==> config.mk <==
export PLATFORM = sky130hd
export DESIGN_NAME = irq_share_agg
export DESIGN_NICKNAME = d
export VERILOG_FILES = /design/src/rtl/irq_share_pkg.sv /design/src/rtl/irq_pin_tracker.sv /design/src/rtl/irq_line_counter.sv /design/src/rtl/irq_share_agg.sv
export SDC_FILE = /design/constraint.sdc
export NUM_CORES = 1
export LEC_CHECK = 0
export ABC_AREA = 1
export BUFFER_PORTS_ARGS = -buffer_cell sky130_fd_sc_hd__buf_2
export CORE_MARGIN = 5
export CORE_UTILIZATION = 57
export DETAILED_ROUTE_END_ITERATION = 6
export PLACE_DENSITY = 0.76
export SYNTH_ARGS = -nofsm -noshare
export SYNTH_HDL_FRONTEND = slang
export SYNTH_SLANG_ARGS = --single-unit
==> constraint.sdc <==
create_clock -name clk -period 5.02 [get_ports clk]
set_input_delay 0 -clock clk [delete_from_list [all_inputs] [get_ports clk]]
set_output_delay 0 -clock clk [all_outputs]
set_load 0.1 [all_outputs]
==> src/rtl/irq_share_pkg.sv <==
// Package: shared constants and the pin-to-line mapping function.
// Assumes exactly four pins per device and four shared lines.
package irq_share_pkg;
    localparam int PINS_PER_DEV = 4;
    localparam int NUM_LINES    = 4;

    // Line reached by pin p of device d, where a bridge rotates once per bus level.
    function automatic int line_of(input int d, input int p, input int n_pri, input int br_slot);
        int b;
        if (d < n_pri) begin
            return (p + d) % NUM_LINES;
        end
        b = (p + (d - n_pri)) % NUM_LINES;
        return (b + br_slot) % NUM_LINES;
    endfunction
endpackage

==> src/rtl/irq_pin_tracker.sv <==
// Module: remembers the four pin levels of one device and reports rising
// and falling changes against the remembered value.
// Assumes pins are already synchronous to clk; clear overrides the pins.
module irq_pin_tracker #(
    parameter int NP = 4
) (
    input  logic          clk,
    input  logic          rst_n,
    input  logic [NP-1:0] pins,
    input  logic          clr,
    output logic [NP-1:0] lvl,
    output logic [NP-1:0] rise,
    output logic [NP-1:0] fall
);
    logic [NP-1:0] eff;

    // Effective level: a clear forces the device to look idle.
    always_comb begin
        eff  = clr ? '0 : pins;
        rise = eff & ~lvl;
        fall = ~eff & lvl;
    end

    // Remember the effective level of each pin.
    always_ff @(posedge clk) begin
        if (!rst_n) lvl <= '0;
        else        lvl <= eff;
    end
endmodule

==> src/rtl/irq_line_counter.sv <==
// Module: reference counter for one shared line. Adds the number of rising
// pins and subtracts the number of falling pins on each cycle.
// Assumes rise and fall only flag real changes, so the count cannot underflow.
module irq_line_counter #(
    parameter int NPIN = 24,
    parameter int CW   = 5
) (
    input  logic            clk,
    input  logic            rst_n,
    input  logic [NPIN-1:0] up,
    input  logic [NPIN-1:0] dn,
    output logic [CW-1:0]   cnt,
    output logic            line
);
    logic [CW-1:0] n_up, n_dn;

    // Population count of rising and falling pins for this line.
    always_comb begin
        n_up = '0;
        n_dn = '0;
        for (int i = 0; i < NPIN; i++) begin
            n_up = n_up + CW'(up[i]);
            n_dn = n_dn + CW'(dn[i]);
        end
    end

    // Apply the summed delta of the cycle.
    always_ff @(posedge clk) begin
        if (!rst_n) cnt <= '0;
        else        cnt <= cnt + n_up - n_dn;
    end

    // The line is asserted while any pin holds it.
    assign line = (cnt != '0);
endmodule

==> src/rtl/irq_share_agg.sv <==
// Module: top of the shared interrupt aggregator. One tracker per device,
// a fixed pin-to-line routing network, and one counter per line.
// Assumes a single bridge at primary slot BR_SLOT serving N_SEC devices.
module irq_share_agg
    import irq_share_pkg::*;
#(
    parameter int N_PRI   = 4,
    parameter int N_SEC   = 2,
    parameter int BR_SLOT = 2
) (
    input  logic                                 clk,
    input  logic                                 rst_n,
    input  logic [PINS_PER_DEV*(N_PRI+N_SEC)-1:0] dev_pins,
    input  logic [N_PRI+N_SEC-1:0]               dev_clr,
    output logic [NUM_LINES-1:0]                 line_o
);
    localparam int NDEV = N_PRI + N_SEC;
    localparam int NPIN = PINS_PER_DEV * NDEV;
    localparam int CW   = $clog2(NPIN + 1);

    logic [NPIN-1:0]         lvl_all, rise_all, fall_all;
    logic [NUM_LINES*CW-1:0] cnt_flat;

    // One tracker per device.
    for (genvar d = 0; d < NDEV; d++) begin : g_dev
        irq_pin_tracker #(.NP(PINS_PER_DEV)) trk_i (
            .clk  (clk),
            .rst_n(rst_n),
            .pins (dev_pins[d*PINS_PER_DEV +: PINS_PER_DEV]),
            .clr  (dev_clr[d]),
            .lvl  (lvl_all[d*PINS_PER_DEV +: PINS_PER_DEV]),
            .rise (rise_all[d*PINS_PER_DEV +: PINS_PER_DEV]),
            .fall (fall_all[d*PINS_PER_DEV +: PINS_PER_DEV])
        );
    end

    // Route each pin's change flags to the counter of its mapped line.
    for (genvar l = 0; l < NUM_LINES; l++) begin : g_line
        logic [NPIN-1:0] up_v, dn_v;
        for (genvar k = 0; k < NPIN; k++) begin : g_pin
            localparam int TGT = line_of(k / PINS_PER_DEV, k % PINS_PER_DEV, N_PRI, BR_SLOT);
            if (TGT == l) begin : g_hit
                assign up_v[k] = rise_all[k];
                assign dn_v[k] = fall_all[k];
            end else begin : g_miss
                assign up_v[k] = 1'b0;
                assign dn_v[k] = 1'b0;
            end
        end
        irq_line_counter #(.NPIN(NPIN), .CW(CW)) cnt_i (
            .clk  (clk),
            .rst_n(rst_n),
            .up   (up_v),
            .dn   (dn_v),
            .cnt  (cnt_flat[l*CW +: CW]),
            .line (line_o[l])
        );
    end
endmodule

==> summary.md <==
| Metric | Value |
|---|---|
| Leading cell types by count after synthesis | `sky130_fd_sc_hd__inv_1, sky130_fd_sc_hd__nor2_1, sky130_fd_sc_hd__nand2_1, sky130_fd_sc_hd__dfxtp_1, sky130_fd_sc_hd__ha_1` |
| Number of hold violations in the final report | `0` |
| H-tree depth reported by CTS | `2` |
| Transition time at the pin with the least slew margin | `485 ps` |
| Unrepaired setup endpoints after global routing | `no` |
| Final sum of negative setup slack | `0 ps` |
| Setup ws final | `946 ps` |
| Complex-gate fraction of the synthesized area | `4.86%` |
| Final Max Tran Viols | `0` |
| Post-placement worst setup slack | `~950 ps` |
| Fraction of layout cells with a size suffix above 1 | `9.75%` |
| Post-synthesis instance area | `0.00340 mm2` |
| Cell accounting for the most synthesized area | `sky130_fd_sc_hd__dfxtp_1` |
| Xor/xnor share of the synthesized area | `1.55%` |
| Core Rows | `28` |
| Cell types occupying the most area after synthesis | `sky130_fd_sc_hd__dfxtp_1, sky130_fd_sc_hd__fa_1, sky130_fd_sc_hd__ha_1, sky130_fd_sc_hd__inv_1, sky130_fd_sc_hd__nor2_1` |
| Max IR drop VDD | `0.000275 V` |
| Final period util | `81.1%` |
| Total overflow reported by the global router | `0` |
| Setup clock skew after layout | `11.7 ps` |
| Routed WL | `6570 um` |
| Share of flip-flops with an asynchronous set or reset | `0%` |
| Via count of the first global-routing pass | `2747` |
| Sequential Power Share | `24.7%` |
| Number of endpoints failing setup at the final stage | `0` |
| Adder-cell share of the synthesized area | `35.9%` |
| Filler cells | `483` |
| Cell type of the slowest stage on the worst timing path | `sky130_fd_sc_hd__dlygate4sd3_1` |
| Number of buffer cells added on primary ports | `35` |
| Routability congestion estimate from global placement | `a little under 0.8` |
| Overall routing resource usage | `19.4%` |
| Effective utilization at floorplan | `around three fifths` |
| Clock sink count | `44` |
| Count of inserted antenna diode cells | `0` |
| Post_cts resized | `0` |
| Deepest clock path buffer count | `2` |
| Routed length per instance | `roughly 12 um` |
| Portion of synthesized cell area occupied by the leading cell type | `25.9%` |
| Power density cells | `493 mW/mm2` |
| Kind of critical path | `in2reg` |
| Ports | `36` |
| Main synth FF type | `sky130_fd_sc_hd__dfxtp_1` |
| CTS clk-pin slew, worst paths | `80 ps` |
| Mean Syn Cell Area | `8.19 um2` |
| Net switching power | `903 uW` |
| Cells along the critical path | `dlygate4sd3_1 -> buf_2 -> a21boi_0 -> ha_1 -> inv_1 -> fa_1 -> inv_1 -> fa_1 -> inv_1 -> fa_1 -> fa_1 -> ha_1 -> inv_1 -> fa_1 -> inv_1 -> nand2_1 -> nand2_1 -> nand2_1 -> nand2_1 -> nand2_1 -> nor2_1` |
| Number of placed cells counting well taps | `517` |
| Wire length of the first global-routing pass | `11500 um` |
| Crit path required time | `between 5000 and 6000 ps` |
| Number of cells on the worst reg-to-reg path | `19` |
| Buffer type at the clock tree root | `sky130_fd_sc_hd__clkbuf_8` |
| Max-cap viol count | `0` |
| Pin count of the biggest net entering global routing | `27` |
| Number of stages on the worst hold path | `4` |
| Simple-gate share of the synthesized area | `between 20% and 30%` |
| Core region area | `0.00585 mm2` |
| Slack of the worst reg-to-reg path | `950 ps` |
| Syn Nets | `523` |
| Critical path fanouts, max | `2` |
| Multiplexer fraction of the synthesized cell area | `0%` |
| Hold slack | `27.6 ps` |
| Nets@finish | `581` |
| DP HPWL | `roughly 5200 um` |
| Setup Buffers After CTS | `0` |
| Post-layout instance count excluding filler cells | `547` |
| Count of antenna-violating nets left after detailed routing | `0` |
| Clock latency of the later-clocked register in the worst-skew pair | `around 300 ps` |
| Worst Path Arrival | `4310 ps` |
| Mapped Cells | `415` |
| Number of synthesized register bits | `44` |
| Period minus WS final | `4070 ps` |
| Static leakage power | `2.09 nW` |
| CP endpoint kind | `flop` |
| Net switching share of the total power | `46.5%` |
| Count of synthesis-stage warnings from yosys | `0` |
| Clock power frac | `13.5%` |
| First-pass detailed-route iteration total | `4` |
| Largest family of logic cells by synthesized area | `adder cells` |
| Total DRC errors in the routed layout | `0` |
| Hold Path Class | `in2reg` |
| Area Overhead vs Synth | `15.8%` |
| Cell-internal power | `1.04 mW` |
| Hold-fix buffers at CTS | `24` |
| Post-detailed-route via-to-cell ratio | `~4.8` |
| Combinational share of power | `61.8%` |
| Die boundary height | `approximately 87 um` |
| Clock buffers created by TritonCTS | `5` |
| Die footprint | `between 0.007 and 0.008 mm2` |
| Number of library cell types mapped by synthesis | `18` |
| Highest clock frequency the design can meet | `approximately 250 MHz` |
| Status | `completed` |
| Initial antenna violation count | `0` |
| Most frequent cell after synthesis | `sky130_fd_sc_hd__inv_1` |
| Fraction of the yosys area taken by sequential cells | `25.9%` |
| Critical Path Source Type | `primary input` |
| Initial detailed-routing violation count | `between 90 and 100` |
| Sum of internal, switching and leakage power | `1.94 mW` |
| Total via count in the routed design | `2636` |
| TritonCTS clock tree | `done` |
| Count of flip-flops with a built-in enable after synthesis | `0` |
| Delay of the slowest critical-path stage | `~540 ps` |
| Horizontal die dimension | `87.2 um` |
| Headroom to the max-slew limit | `67.9%` |
## layout make-up
type                    count  area [um2]  area share, %
multi-input cells         277        2120           53.9
flip-flops and latches     44         881           22.4
repair buffers             59         415           10.6
inverters                  86         325           8.27
well taps                  75        93.8           2.39
clock buffers               5        68.8           1.75
clock inverters             1        30.0          0.763
## sequential cells by signal (all words and copies together), names as in the netlist
register,count
g_dev.trk_i.lvl,24
g_line.cnt_i.cnt,20
## power by group through the flow
stage	logic (mW)	clock network (mW)	registers, mW
global route	1.39	0.285	0.490
global placement	1.13	0	0.485
finish	1.20	0.262	0.480
detailed placement	1.17	0	0.488
CTS	1.20	0.272	0.481
floorplan	0.991	0	0.477
## placed cells by master (no fill, tap or decap), types with 13 or more instances in the layout
cell type	count
sky130_fd_sc_hd__dfxtp_1	44
sky130_fd_sc_hd__nand2_1	72
sky130_fd_sc_hd__a21boi_0	16
sky130_fd_sc_hd__ha_1	40
sky130_fd_sc_hd__inv_1	83
sky130_fd_sc_hd__fa_1	36
sky130_fd_sc_hd__dlygate4sd3_1	24
sky130_fd_sc_hd__nand3_1	13
sky130_fd_sc_hd__buf_2	35
sky130_fd_sc_hd__nor2_1	73
## per-layer routing
metal / wire length (um) / GRT usage (%) / vias to the layer above
met5: 0 / 0 / -
met4: 46 / 4.32 / 0
met3: 280 / 3.88 / 4
met2: 3360 / 35.3 / 45
met1: 2890 / 23.7 / 1242
li1: - / - / 1345
## per-stage QoR
stage	util, %	instance area, um2
finish	67.2	3930
global route	67.2	3930
CTS	67.2	3930
detailed placement	61.4	3590
global placement	61.4	3590
floorplan	-	3400
## critical path, delay by kind of cell
kind                     cells  cell delay, ps
adder cells (fa/ha/maj)      7            2780
buffers and inverters        7             960
AO/OA/AOI/OAI                1             210
AND/OR/NAND/NOR              6             380
## path summary, 6_finish.rpt
kind / end / from
hold / removal: g_dev[2].trk_i.lvl[0]$_SDFF_PN0_ / dev_clr[2]
setup / recovery: g_line[0].cnt_i.cnt[4]$_SDFF_PN0_ / dev_pins[0]
hold reg to reg: g_line[2].cnt_i.cnt[0]$_SDFF_PN0_ / g_dev[3].trk_i.lvl[3]$_SDFF_PN0_
setup reg to reg: g_line[0].cnt_i.cnt[4]$_SDFF_PN0_ / g_dev[0].trk_i.lvl[0]$_SDFF_PN0_
## cells by family after synthesis
kind of cell | after synthesis
simple gates | 170
flops | 44
xor+xnor | 6
fa+ha+maj | 76
buf+inv | 94
compound gates | 25
Power figures use the tool's default switching activity.
